`src/rtl/slvarb_pkg.sv`:
```
package slvarb_pkg;

  typedef enum logic {
    ALG_ROUND_ROBIN = 1'b0,
    ALG_FIXED_PRIO  = 1'b1
  } arb_alg_e;

  typedef enum logic [1:0] {
    DM_NONE  = 2'd0,
    DM_LAST  = 2'd1,
    DM_FIXED = 2'd2,
    DM_RSVD  = 2'd3
  } dflt_mode_e;

endpackage

```
`src/rtl/slvarb_slot_timer.sv`:
```
module slvarb_slot_timer #(
  parameter int LIMIT_W = 8
) (
  input  logic               clk,
  input  logic               rst_n,
  input  logic               take,
  input  logic               run,
  input  logic [LIMIT_W-1:0] limit,
  output logic               hit
);
  localparam logic [LIMIT_W-1:0] CNT_MAX = '1;

  logic [LIMIT_W-1:0] cnt_q;

  function automatic logic [LIMIT_W-1:0] sat_inc(input logic [LIMIT_W-1:0] v);
    return (v == CNT_MAX) ? v : v + 1'b1;
  endfunction

  always_ff @(posedge clk or negedge rst_n) begin
    if (!rst_n)      cnt_q <= '0;
    else if (take)   cnt_q <= '0;
    else if (run)    cnt_q <= sat_inc(cnt_q);
  end

  assign hit = (limit != '0) && (cnt_q >= limit);


  slot_no_early_chk: assert property (@(posedge clk) disable iff (!rst_n)
    take |=> !hit);


  slot_disabled_chk: assert property (@(posedge clk) disable iff (!rst_n)
    (limit == '0) |-> !hit);

endmodule

```
`src/rtl/slvarb_point.sv`:
```
module slvarb_point (
  input  logic gnt_any,
  input  logic owner_req,
  input  logic busy,
  input  logic burst,
  input  logic last,
  input  logic undef,
  input  logic slot_hit,
  output logic ev_idle,
  output logic ev_single,
  output logic ev_eob,
  output logic take
);
  function automatic logic burst_closes(input logic is_undef, input logic beat_last,
                                        input logic still_req);
    return is_undef ? !still_req : beat_last;
  endfunction

  always_comb begin
    ev_idle   = !gnt_any || !busy;
    ev_single = busy && !burst;
    ev_eob    = busy && burst && burst_closes(undef, last, owner_req);
    take      = ev_idle || ev_single || ev_eob || slot_hit;
  end

endmodule

```
`src/rtl/slvarb_pick.sv`:
```
module slvarb_pick
  import slvarb_pkg::*;
#(
  parameter int N_MASTERS = 16,
  parameter int IDX_W     = 4
) (
  input  logic [N_MASTERS-1:0] req,
  input  arb_alg_e             alg,
  input  logic [IDX_W-1:0]     last_idx,
  input  logic                 last_vld,
  input  dflt_mode_e           mode,
  input  logic [IDX_W-1:0]     dflt_idx,
  output logic [N_MASTERS-1:0] nxt_gnt,
  output logic [IDX_W-1:0]     win_idx,
  output logic                 win_vld
);
  function automatic logic [N_MASTERS-1:0] one_hot(input logic [IDX_W-1:0] idx);
    logic [N_MASTERS-1:0] v;
    v = '0;
    if (int'(idx) < N_MASTERS) v[idx] = 1'b1;
    return v;
  endfunction

  function automatic logic [IDX_W-1:0] lowest_set(input logic [N_MASTERS-1:0] r);
    logic [IDX_W-1:0] found;
    found = '0;
    for (int i = N_MASTERS - 1; i >= 0; i--) begin
      if (r[i]) found = IDX_W'(i);
    end
    return found;
  endfunction

  function automatic logic [IDX_W-1:0] rotate_pick(input logic [N_MASTERS-1:0] r,
                                                    input int base);
    logic [IDX_W-1:0] found;
    logic             seen;
    found = '0;
    seen  = 1'b0;
    for (int k = 0; k < N_MASTERS; k++) begin
      int pos;
      pos = (base + k) % N_MASTERS;
      if (!seen && r[pos]) begin
        found = IDX_W'(pos);
        seen  = 1'b1;
      end
    end
    return found;
  endfunction

  int rr_base;

  always_comb begin
    rr_base = last_vld ? (int'(last_idx) + 1) % N_MASTERS : 0;
    win_vld = |req;
    win_idx = (alg == ALG_FIXED_PRIO) ? lowest_set(req) : rotate_pick(req, rr_base);
    if (win_vld) begin
      nxt_gnt = one_hot(win_idx);
    end else begin
      unique case (mode)
        DM_LAST:  nxt_gnt = last_vld ? one_hot(last_idx) : '0;
        DM_FIXED: nxt_gnt = one_hot(dflt_idx);
        default:  nxt_gnt = '0;
      endcase
    end
  end

endmodule

```
`src/rtl/slave_arbiter.sv`:
```
module slave_arbiter
  import slvarb_pkg::*;
#(
  parameter int N_MASTERS = 16,
  parameter int LIMIT_W   = 8,
  localparam int IDX_W    = (N_MASTERS > 1) ? $clog2(N_MASTERS) : 1
) (
  input  logic                 clk,
  input  logic                 rst_n,
  input  logic [N_MASTERS-1:0] mst_req,
  input  logic                 acc_busy,
  input  logic                 acc_burst,
  input  logic                 acc_last,
  input  logic                 acc_undef,
  input  logic                 cfg_arb_alg,
  input  logic [1:0]           cfg_dflt_mode,
  input  logic [IDX_W-1:0]     cfg_dflt_idx,
  input  logic [LIMIT_W-1:0]   cfg_slot_limit,
  output logic [N_MASTERS-1:0] gnt
);
  localparam logic [N_MASTERS-1:0] ONE_VEC = {{(N_MASTERS-1){1'b0}}, 1'b1};

  logic [N_MASTERS-1:0] gnt_q;
  logic [IDX_W-1:0]     last_idx_q;
  logic                 last_vld_q;

  logic                 gnt_any, owner_req, slot_hit;
  logic                 ev_idle, ev_single, ev_eob, arb_take;
  logic [N_MASTERS-1:0] nxt_gnt;
  logic [IDX_W-1:0]     win_idx;
  logic                 win_vld;
  arb_alg_e             alg;
  dflt_mode_e           mode;

  assign alg       = arb_alg_e'(cfg_arb_alg);
  assign mode      = dflt_mode_e'(cfg_dflt_mode);
  assign gnt_any   = |gnt_q;
  assign owner_req = |(mst_req & gnt_q);

  slvarb_slot_timer #(.LIMIT_W(LIMIT_W)) u_timer (
    .clk   (clk),
    .rst_n (rst_n),
    .take  (arb_take),
    .run   (acc_busy),
    .limit (cfg_slot_limit),
    .hit   (slot_hit)
  );

  slvarb_point u_point (
    .gnt_any   (gnt_any),
    .owner_req (owner_req),
    .busy      (acc_busy),
    .burst     (acc_burst),
    .last      (acc_last),
    .undef     (acc_undef),
    .slot_hit  (slot_hit),
    .ev_idle   (ev_idle),
    .ev_single (ev_single),
    .ev_eob    (ev_eob),
    .take      (arb_take)
  );

  slvarb_pick #(.N_MASTERS(N_MASTERS), .IDX_W(IDX_W)) u_pick (
    .req      (mst_req),
    .alg      (alg),
    .last_idx (last_idx_q),
    .last_vld (last_vld_q),
    .mode     (mode),
    .dflt_idx (cfg_dflt_idx),
    .nxt_gnt  (nxt_gnt),
    .win_idx  (win_idx),
    .win_vld  (win_vld)
  );

  always_ff @(posedge clk or negedge rst_n) begin
    if (!rst_n) begin
      gnt_q      <= '0;
      last_idx_q <= '0;
      last_vld_q <= 1'b0;
    end else if (arb_take) begin
      gnt_q <= nxt_gnt;
      if (win_vld) begin
        last_idx_q <= win_idx;
        last_vld_q <= 1'b1;
      end
    end
  end

  assign gnt = gnt_q;


  gnt_onehot_chk: assert property (@(posedge clk) disable iff (!rst_n)
    $onehot0(gnt_q));


  gnt_hold_chk: assert property (@(posedge clk) disable iff (!rst_n)
    !arb_take |=> $stable(gnt_q));


  idle_take_chk: assert property (@(posedge clk) disable iff (!rst_n)
    (!acc_busy || (acc_busy && !acc_burst)) |-> arb_take);


  burst_hold_chk: assert property (@(posedge clk) disable iff (!rst_n)
    (gnt_any && acc_busy && acc_burst && !acc_undef && !acc_last && !slot_hit)
      |=> $stable(gnt_q));


  undef_hold_chk: assert property (@(posedge clk) disable iff (!rst_n)
    (gnt_any && acc_busy && acc_burst && acc_undef && owner_req && !slot_hit)
      |=> $stable(gnt_q));


  served_chk: assert property (@(posedge clk) disable iff (!rst_n)
    (arb_take && (|mst_req)) |=> ((gnt_q & $past(mst_req)) != '0));


  prio_lowest_chk: assert property (@(posedge clk) disable iff (!rst_n)
    (arb_take && (|mst_req) && cfg_arb_alg)
      |=> (((gnt_q - ONE_VEC) & $past(mst_req)) == '0));


  no_default_chk: assert property (@(posedge clk) disable iff (!rst_n)
    (arb_take && !(|mst_req) && (cfg_dflt_mode[1] == cfg_dflt_mode[0]))
      |=> (gnt_q == '0));


  fixed_default_chk: assert property (@(posedge clk) disable iff (!rst_n)
    (arb_take && !(|mst_req) && (cfg_dflt_mode == 2'd2))
      |=> (gnt_q == (ONE_VEC << $past(cfg_dflt_idx))));

endmodule

```
`config.mk`:
```
export PLATFORM = sky130hd
export DESIGN_NAME = slave_arbiter
export DESIGN_NICKNAME = d
export VERILOG_FILES = /design/src/rtl/slvarb_pkg.sv /design/src/rtl/slvarb_slot_timer.sv /design/src/rtl/slvarb_point.sv /design/src/rtl/slvarb_pick.sv /design/src/rtl/slave_arbiter.sv
export SDC_FILE = /design/constraint.sdc
export NUM_CORES = 1
export LEC_CHECK = 0
export BUFFER_PORTS_ARGS = -buffer_cell sky130_fd_sc_hd__buf_2
export CORE_ASPECT_RATIO = 2
export CORE_MARGIN = 3
export CORE_UTILIZATION = 30
export DETAILED_ROUTE_END_ITERATION = 6
export RECOVER_POWER = 50
export SYNTH_ARGS = -nofsm -noshare
export SYNTH_HDL_FRONTEND = slang
export SYNTH_HIERARCHICAL = 1
export SYNTH_SLANG_ARGS = --single-unit
```
`constraint.sdc`:
```
create_clock -name clk -period 6.85 [get_ports clk]
set_input_delay 1.0275 -clock clk [delete_from_list [all_inputs] [get_ports clk]]
set_output_delay 1.0275 -clock clk [all_outputs]
set_load 0.1 [all_outputs]
```
Word level (Yosys, flattened, before mapping)
Index checks and enable logic that the tools add are counted.

Mux-type cells: 110. Add/sub/neg operators: 17. Eq/ne operators: 4. Order comparisons: 23. Reductions and logical operators: 69. Bitwise logic cells: 18.

Operators with widths (number): 32-bit by 5-bit adder with 32-bit output, second input constant (8); 4-bit two-way mux (33); 32-bit by 4-bit adder with 32-bit output, second input constant (4); 5-bit by 6-bit < comparator with 1-bit output, second input constant (16); 4-bit OR reduction (17); 32-bit by 3-bit adder with 32-bit output, second input constant (2); 1-bit binary-select mux with 4-bit select (16); 1-bit two-way mux (51); 16-bit OR reduction (3); 32-bit by 2-bit adder with 32-bit output, second input constant (1); 16-bit two-way mux (2); 32-bit two-way mux (1); 16-bit case mux with 2 select lines (1); 8-bit two-way mux (3); 1-bit logical AND (22); 1-bit logical NOT (19); 1-bit AND (16); 16-bit AND (1); 4-bit by 5-bit < comparator with 1-bit output, second input constant (3); 1-bit demux with 4-bit select (3); 4-bit by 1-bit greater-or-equal comparator with 1-bit output, second input constant (3); 8-bit by 1-bit adder with 8-bit output, second input constant (1); 8-bit == test, second input constant (1); 8-bit greater-or-equal comparator (1); 9 further kinds (13).

Output and inout port bits: 16. Bits in registers: 29. Input port bits: 37.

Logic depth before layout (Yosys ltp)
Gate-level depths: netlist of run 1.

Depth after elaboration: 61. Mapped depth: 24.

Cells and area by module
The synthesis of run 1 kept the hierarchy.

Modules (own cells, without submodules): slvarb_pick (sequential area each 0.0 µm², area each 3223.1 µm², cells an instance 485, instances 1); slave_arbiter (sequential area each 525.5 µm², area each 952.2 µm², cells an instance 59, instances 1); slvarb_slot_timer (sequential area each 200.2 µm², area each 653.1 µm², cells an instance 74, instances 1); slvarb_point (sequential area each 0.0 µm², area each 51.3 µm², cells an instance 8, instances 1).

Least setup slack after synthesis of run 1
OpenSTA, ideal clock, no wires.

Path kind: reg2reg. Start point: reg last_idx_q[0]. End point: reg gnt_q[0], in the netlist gnt[0]. Path buffers: 4. Path slack: 1.298 ns. Data arrival time: 5.426 ns. Library setup time: 0.126 ns. Stages on the path, launching flop included: 22. Cell sequence: dfrtp_1 buf_2 buf_1 inv_1 ha_1 and2_1 clkbuf_1 clkbuf_1 ha_1 inv_1 o21ai_0 mux2_2 nor3_1 o221ai_1 or4_1 nor4_2 a311oi_1 or3_1 inv_1 nor2_2 a31o_2 mux2_2.

Cells in the longest elaborated chain, start to end: 57. Elaborated cells on any way between the ends: 140. Classes of those cells: 16 x add/sub; 4 x order compare; 88 x mux; 32 x reduce/logical.

Ends and longest elaborated chain: start: declaration (RTL line slave_arbiter.sv:24) `logic [IDX_W-1:0] last_idx_q;`; start signal: assignment (RTL line slave_arbiter.sv:83) `last_idx_q <= win_idx;`; 4-bit by 1-bit adder with 4-bit output (*) (RTL line slvarb_pick.sv:53) `rr_base = last_vld ? (int'(last_idx) + 1) % N_MASTERS : 0;`; 32-bit two-way mux (*) (RTL line slvarb_pick.sv:53); parallel branches: the longest is 48 deep, another holds 32-bit by 2-bit adder with 32-bit output; 4-bit two-way mux (*) (RTL line slvarb_pick.sv:42) `if (!seen && r[pos]) begin`; 4-bit two-way mux (*) (RTL line slvarb_pick.sv:55) `win_idx = (alg == ALG_FIXED_PRIO) ? lowest_set(req) : rotate_pick(req, rr_base);`; via win_idx[0] (RTL line slave_arbiter.sv:30) `logic [IDX_W-1:0] win_idx;`; 4-bit by 5-bit < comparator with 1-bit output (not written as such) / 4-bit by 1-bit greater-or-equal comparator with 1-bit output (equally long branches) (RTL line slvarb_pick.sv:20) `if (int'(idx) < N_MASTERS) v[idx] = 1'b1;`; 1-bit logical AND (not written as such) (RTL line slvarb_pick.sv:20); 1-bit two-way mux (not written as such) (RTL line slvarb_pick.sv:20); 1-bit demux with 4-bit select (*); 16-bit two-way mux (*) (RTL line slvarb_pick.sv:56) `if (win_vld) begin`; via nxt_gnt[0] (RTL line slave_arbiter.sv:29) `logic [N_MASTERS-1:0] nxt_gnt;`; end signal: assignment (RTL line slave_arbiter.sv:81) `gnt_q <= nxt_gnt;`; end: declaration (RTL line slave_arbiter.sv:23) `logic [N_MASTERS-1:0] gnt_q;`.

Mark *: on every way through the listed nets, which the timed path passes. The select of a mux whose other input is x is not followed. A chain may end at the register's enable or synchronous reset.

Worst setup path after layout of run 1
Same ends and word-level chain as after synthesis.

==> metrics.csv, run 1 <==
stage,metric,value,unit
status,status,"complete, but fails checks",
clocking,clock-sinks,29,
route,drt_iter0_drc,377,
timing,timing.fmax,154,MHz
final_layout,n_fill_cell,1679,
timing,post-route-min-period,6.50,ns
setup_path,worstReg2RegEnd,gnt[0],
placed_design,io_buffers,52,
setup_path,cp-end-kind,flip-flop,
route,wire_per_inst,25.8,um
final_layout,stdcell_count,861,
clocking,path_clk_slew,0.05,ns
setup_path,ff2ff_path_depth,20,
route,drtAntennaViolNets,0,
timing,drv_slew,30,
route,routed_via_density,6.43,
setup_path,critPathLaunchType,flip-flop,
hold_path,hold_path.startpoint,gnt[2],
clocking,cts_tree,done,
timing,period_share,94.9,%
hold_path,min_to,gnt[2],
floorplanning,core,15900,um2
global_routing,globalRouteOverflowTotal,0,
clocking,postCtsSetupBuffers,0,
setup_path,worstPathRequired,7.02,ns
clocking,cts_inserted_buffers,5,
final_layout,design_area,5420,um2
setup_path,ff2ff_setup_slack,0.35,ns
clocking,cts.repair.resized,0,
timing,tightestPinTransition,1.72,ns
final_layout,n_antenna_cell,0,
route,drt_wl_total,22.2,mm
timing,finalSetupTns,0,ns
synthesis,syn-cell-area,4860,um2
placed_design,dpl_cell_area,5290,um2
route,drt_first_pass_iters,6,
hold_path,min_path_type,reg2reg,
global_routing,antenna_found_initial,0,
route,drc,0,
placed_design,placed_cells,853,
route,vias,5534,
floorplanning,initial_utilization,30.6,%
clocking,clk_path_buf_depth,2,
timing,finalHoldViolations,0,
floorplanning,row_count,65,
placed_design,dp_hpwl,17.1,mm
synthesis,synthCells,622,
synthesis,post_synth.cell_area_avg,7.81,um2
floorplanning,die_x,96.0,um
global_routing,grt_pass1_wl,32.7,mm
clocking,cts-root-buf,clkbuf_16,
synthesis,synth_nets,679,
job,maxCapViolCount,1,
global_routing,grt_start_max_net_pins,35,
global_routing,first_global_vias,5525,
setup_path,cp_max_fo,34,
timing,hold-worst-slack,0.612,ns
floorplanning,die_y,186,um
final_layout,fin_nets,716,
placed_design,place.gp.congestion,1.17,
floorplanning,num_io_pins,53,
timing,grt_setup_unrepaired,no,
timing,relSlewSlack,-14.6,%
hold_path,holdPathStages,1,
timing,skew,0.00254,ns
clocking,insertion_delay,0.28,ns
floorplanning,die_area,17800,um2
final_layout,area_delta_synth_final,11.5,%
timing,setup_violations,0,
clocking,h-tree-depth,2,
setup_path,crit_type,reg2reg,
setup_path,cp.arrival,6.66,ns
status,failed_checks,"capacitance limit, slew limit",
final_layout,drive_above_1_share,19.4,%
synthesis,yosys_warnings,6,
global_routing,track_usage,25.1,%
setup_path,r2r_start,last_idx_q[0],
clocking,cts_hold_buffers,0,
metal layers:
layer  GRT usage [%]  vias to the layer above  wire (um)
li1                -                     2473          -
met1            22.9                     2556       6690
met4            21.2                        0       2080
met5               0                        -          0
met3            4.05                      128       1630
met2            46.3                      377      11800
stage by stage:
step                      utilization, %  setup WS [ns]
after floorplan                        -           1.30
after global routing                34.2         0.0967
after global placement              33.3          0.635
final                               34.2          0.352
after CTS                           34.2          0.584
after detailed placement            33.3          0.614
registers in the layout (all words and copies together), names as in the netlist:
signal         count
gnt               16
u_timer/cnt_q      8
last_idx_q         4
last_vld_q         1
how the worst max path moves through the flow:
| stage | start | end | slack [ns] | cells after the start |
|---|---|---|---|---|
| 2_1_floorplan | last_idx_q[0] | gnt[0] | 1.30 | 21 |
| 3_3_place_gp | last_idx_q[0] | gnt[0] | 0.63 | 20 |
| 3_5_place_dp | last_idx_q[0] | gnt[0] | 0.61 | 20 |
| 4_1_cts | last_idx_q[0] | gnt[9] | 0.58 | 20 |
| 5_1_grt | last_idx_q[0] | gnt[6] | 0.1 | 21 |
| 6_report | last_idx_q[0] | gnt[0] | 0.35 | 20 |
worst max-delay path, stage by stage (launching register included):
cell	delay (ns)
dfrtp_1	0.37
buf_4	0.35
ha_1	0.37
xor2_2	0.44
nand2_1	0.11
buf_4	0.21
inv_1	0.30
ha_1	0.29
inv_1	0.08
o21ai_0	0.28
mux2_2	0.43
nor3_1	0.33
o221ai_1	0.40
or4_1	0.70
nor4_2	0.42
a311oi_1	0.12
or3_1	0.45
inv_1	0.15
nor2_2	0.08
a31o_2	0.24
mux2_2	0.25
cells in the final DEF (no fill, tap or decap), drive strengths merged, types with 7 or more instances in the layout:
master,instances
dfrtp,29
ha,20
mux2,34
nor2,47
nand2b,17
nor4,10
clkbuf,14
nor3,22
nand4,7
or3,9
nand3,18
a211oi,9
nand3b,9
nand2,49
o22ai,21
o211ai,17
mux4,7
inv,30
buf,52
and2,10
o21ai,43
a21oi,32
or2,7
a221oi,8
mux2i,22
xnor2,14
a22o,11
cell type report:
| class | instances | area [um2] | area share, % |
|---|---|---|---|
| Multi-Input combinational cell | 531 | 3860 | 71.3 |
| Sequential cell | 29 | 726 | 13.4 |
| Timing Repair Buffer | 61 | 317 | 5.84 |
| Tap cell | 201 | 251 | 4.64 |
| Clock buffer | 5 | 125 | 2.31 |
| Inverter | 31 | 116 | 2.15 |
| Clock inverter | 3 | 17.5 | 0.323 |
Power of run 1 is left out: the tool's default activity adds up to more than one toggle a clock period on the data nets, which glitch-free logic cannot reach.
==> inputs of run 2 (changes only) <==
Settings changed: CORE_ASPECT_RATIO 2 to 1.4.
==> metrics.csv, run 2 (synthesized netlist as in run 1, its figures left out) <==
stage,metric,value,unit,change
timing,skew,0.00403,ns,was 0.00254 ns
floorplanning,die_y,157,um,was 186 um
setup_path,crit_chain,ha_1 > xor2_2 > nand2_1 > inv_1 > ha_1 > inv_1 > o21ai_0 > mux2_2 > nor3_1 > o221ai_1 > or4_1 > nor4_2 > a311oi_1 > or3_1 > inv_1 > nor2_2 > a22o_1 > mux2_4,,was buf_4 > ha_1 > xor2_2 > nand2_1 > buf_4 > inv_1 > ha_1 > inv_1 > o21ai_0 > mux2_2 > nor3_1 > o221ai_1 > or4_1 > nor4_2 > a311oi_1 > or3_1 > inv_1 > nor2_2 > a31o_2 > mux2_2
timing,period_share,90.1,%,was 94.9%
setup_path,crit_top_cell,inv_1,,unchanged
route,drt_first_pass_iters,6,,unchanged
clocking,cts.repair.resized,0,,unchanged
timing,tightestPinTransition,1.69,ns,was 1.72 ns
timing,post-route-min-period,6.17,ns,was 6.50 ns
route,wl_met1,6.91,mm,was 6.69 mm
timing,drv_slew,30,,unchanged
clocking,cts-root-buf,clkbuf_16,,unchanged
global_routing,grt_start_max_net_pins,30,,was 35
floorplanning,row_count,54,,was 65
final_layout,n_antenna_cell,0,,unchanged
clocking,cts_inserted_buffers,5,,unchanged
global_routing,antenna_found_initial,0,,unchanged
setup_path,cp-end-kind,flip-flop,,unchanged
final_layout,final_common_cell,nand2_1,,unchanged
timing,grt_setup_unrepaired,no,,unchanged
route,wire_per_inst,21.3,um,was 25.8 um
clocking,cts_hold_buffers,0,,unchanged
setup_path,cp.arrival,6.34,ns,was 6.66 ns
job,maxCapViolCount,1,,unchanged
global_routing,track_usage,20.4,%,was 25.1%
setup_path,critPathLaunchType,flip-flop,,unchanged
placed_design,dp_hpwl,14.2,mm,was 17.1 mm
setup_path,crit_type,reg2reg,,unchanged
timing,finalHoldViolations,0,,unchanged
route,vias,5303,,was 5534
timing,timing.fmax,162,MHz,was 154 MHz
timing,finalSetupTns,0,ns,unchanged
final_layout,layout_common_cells,"48 x nand2_1, 44 x nor2_1, 43 x buf_2, 37 x o21ai_0, 32 x a21oi_1",,unchanged
global_routing,first_global_vias,5211,,was 5525
final_layout,area_delta_synth_final,12.2,%,was 11.5%
final_layout,largest_reg_flops,16,,unchanged
floorplanning,die_x,114,um,was 96.0 um
route,wl_met3,1.20,mm,was 1.63 mm
route,drt_wl_total,18.3,mm,was 22.2 mm
status,failed_checks,"capacitance limit, slew limit",,unchanged
hold_path,min_path_type,reg2reg,,unchanged
status,status,"complete, but fails checks",,unchanged
route,drtAntennaViolNets,0,,unchanged
placed_design,place.gp.congestion,1.04,,was 1.17
final_layout,fin_nets,717,,was 716
floorplanning,initial_utilization,30.8,%,was 30.6%
placed_design,io_buffers,52,,unchanged
clocking,path_clk_slew,0.05,ns,about the same
clocking,cts_tree,done,,unchanged
clocking,clock-sinks,29,,unchanged
clocking,h-tree-depth,2,,unchanged
global_routing,globalRouteOverflowTotal,0,,unchanged
setup_path,cp_slowest_stage_delay,0.71,ns,was 0.70 ns
route,maxUsedRoutingLayer,met4,,unchanged
setup_path,cp_max_fo,16,,was 34
clocking,postCtsSetupBuffers,0,,unchanged
timing,relSlewSlack,-12.9,%,was -14.6%
clocking,clk_path_buf_depth,2,,unchanged
global_routing,grt_pass1_wl,28.6,mm,was 32.7 mm
route,wl_met2,9.07,mm,was 11.8 mm
placed_design,dpl_cell_area,5290,um2,about the same
route,routed_via_density,6.19,,was 6.43
route,drc,0,,unchanged
final_layout,design_area,5450,um2,was 5420 um2
timing,setup_violations,0,,unchanged
floorplanning,num_io_pins,53,,unchanged
route,drt_iter0_drc,646,,was 377
floorplanning,die_area,17800,um2,about the same
floorplanning,core,15700,um2,was 15900 um2
clocking,insertion_delay,0.28,ns,about the same
setup_path,crit_slowest_cell,or4_1,,unchanged
setup_path,worstPathRequired,7.02,ns,about the same
final_layout,drive_above_1_share,19.4,%,about the same
run 2: per-layer routing:
layer / GRT usage [%] / up-vias
li1: - / 2480
met3: 3.13 / 85
met2: 35.4 / 257
met5: 0 / -
met1: 22.9 / 2481
met4: 13.8 / 0
run 2: metrics by stage:
stage,cells,hold WS (ns),worst slack (ns),utilization (%)
CTS,857,0.576,0.805,34.7
detailed placement,849,0.562,0.827,33.6
floorplan,622,0.476,1.30,-
global placement,849,0.567,0.744,33.6
global route,857,0.606,0.380,34.6
finish,857,0.582,0.676,34.6
run 2: layout make-up:
class / count / area, um2
fill: 1668 / 10300
multi-input combinational: 531 / 3860
sequential: 29 / 726
timing repair buffer: 62 / 324
tap: 196 / 245
clock buffer: 7 / 143
inverter: 31 / 116
clock inverter: 1 / 30.0
run 2: path summary, 6_finish.rpt:
path                               startpoint               end  slack (ns)  cells past startpoint
worst max register to register  last_idx_q[1]            gnt[4]        0.68                     18
worst max-delay path            last_idx_q[1]            gnt[4]        0.68                     18
min in group asynchronous               rst_n  u_timer/cnt_q[6]        1.18                      1
worst min register to register        gnt[11]           gnt[11]        0.58                      1
worst min-delay path                  gnt[11]           gnt[11]        0.58                      1
max in group asynchronous               rst_n        last_vld_q        4.68                      1
run 2: worst max-delay path: cells and delay by family, from the launching register on:
family                   cells  cell delay [ns]
AO/OA/AOI/OAI                4             1.05
XOR/XNOR                     1             0.49
adder cells (fa/ha/maj)      2             0.66
buffers and inverters        3             0.45
flip-flops                   1             0.61
multiplexers                 2             0.69
AND/OR/NAND/NOR              6             2.11
Power of run 2 is left out for the same reason.
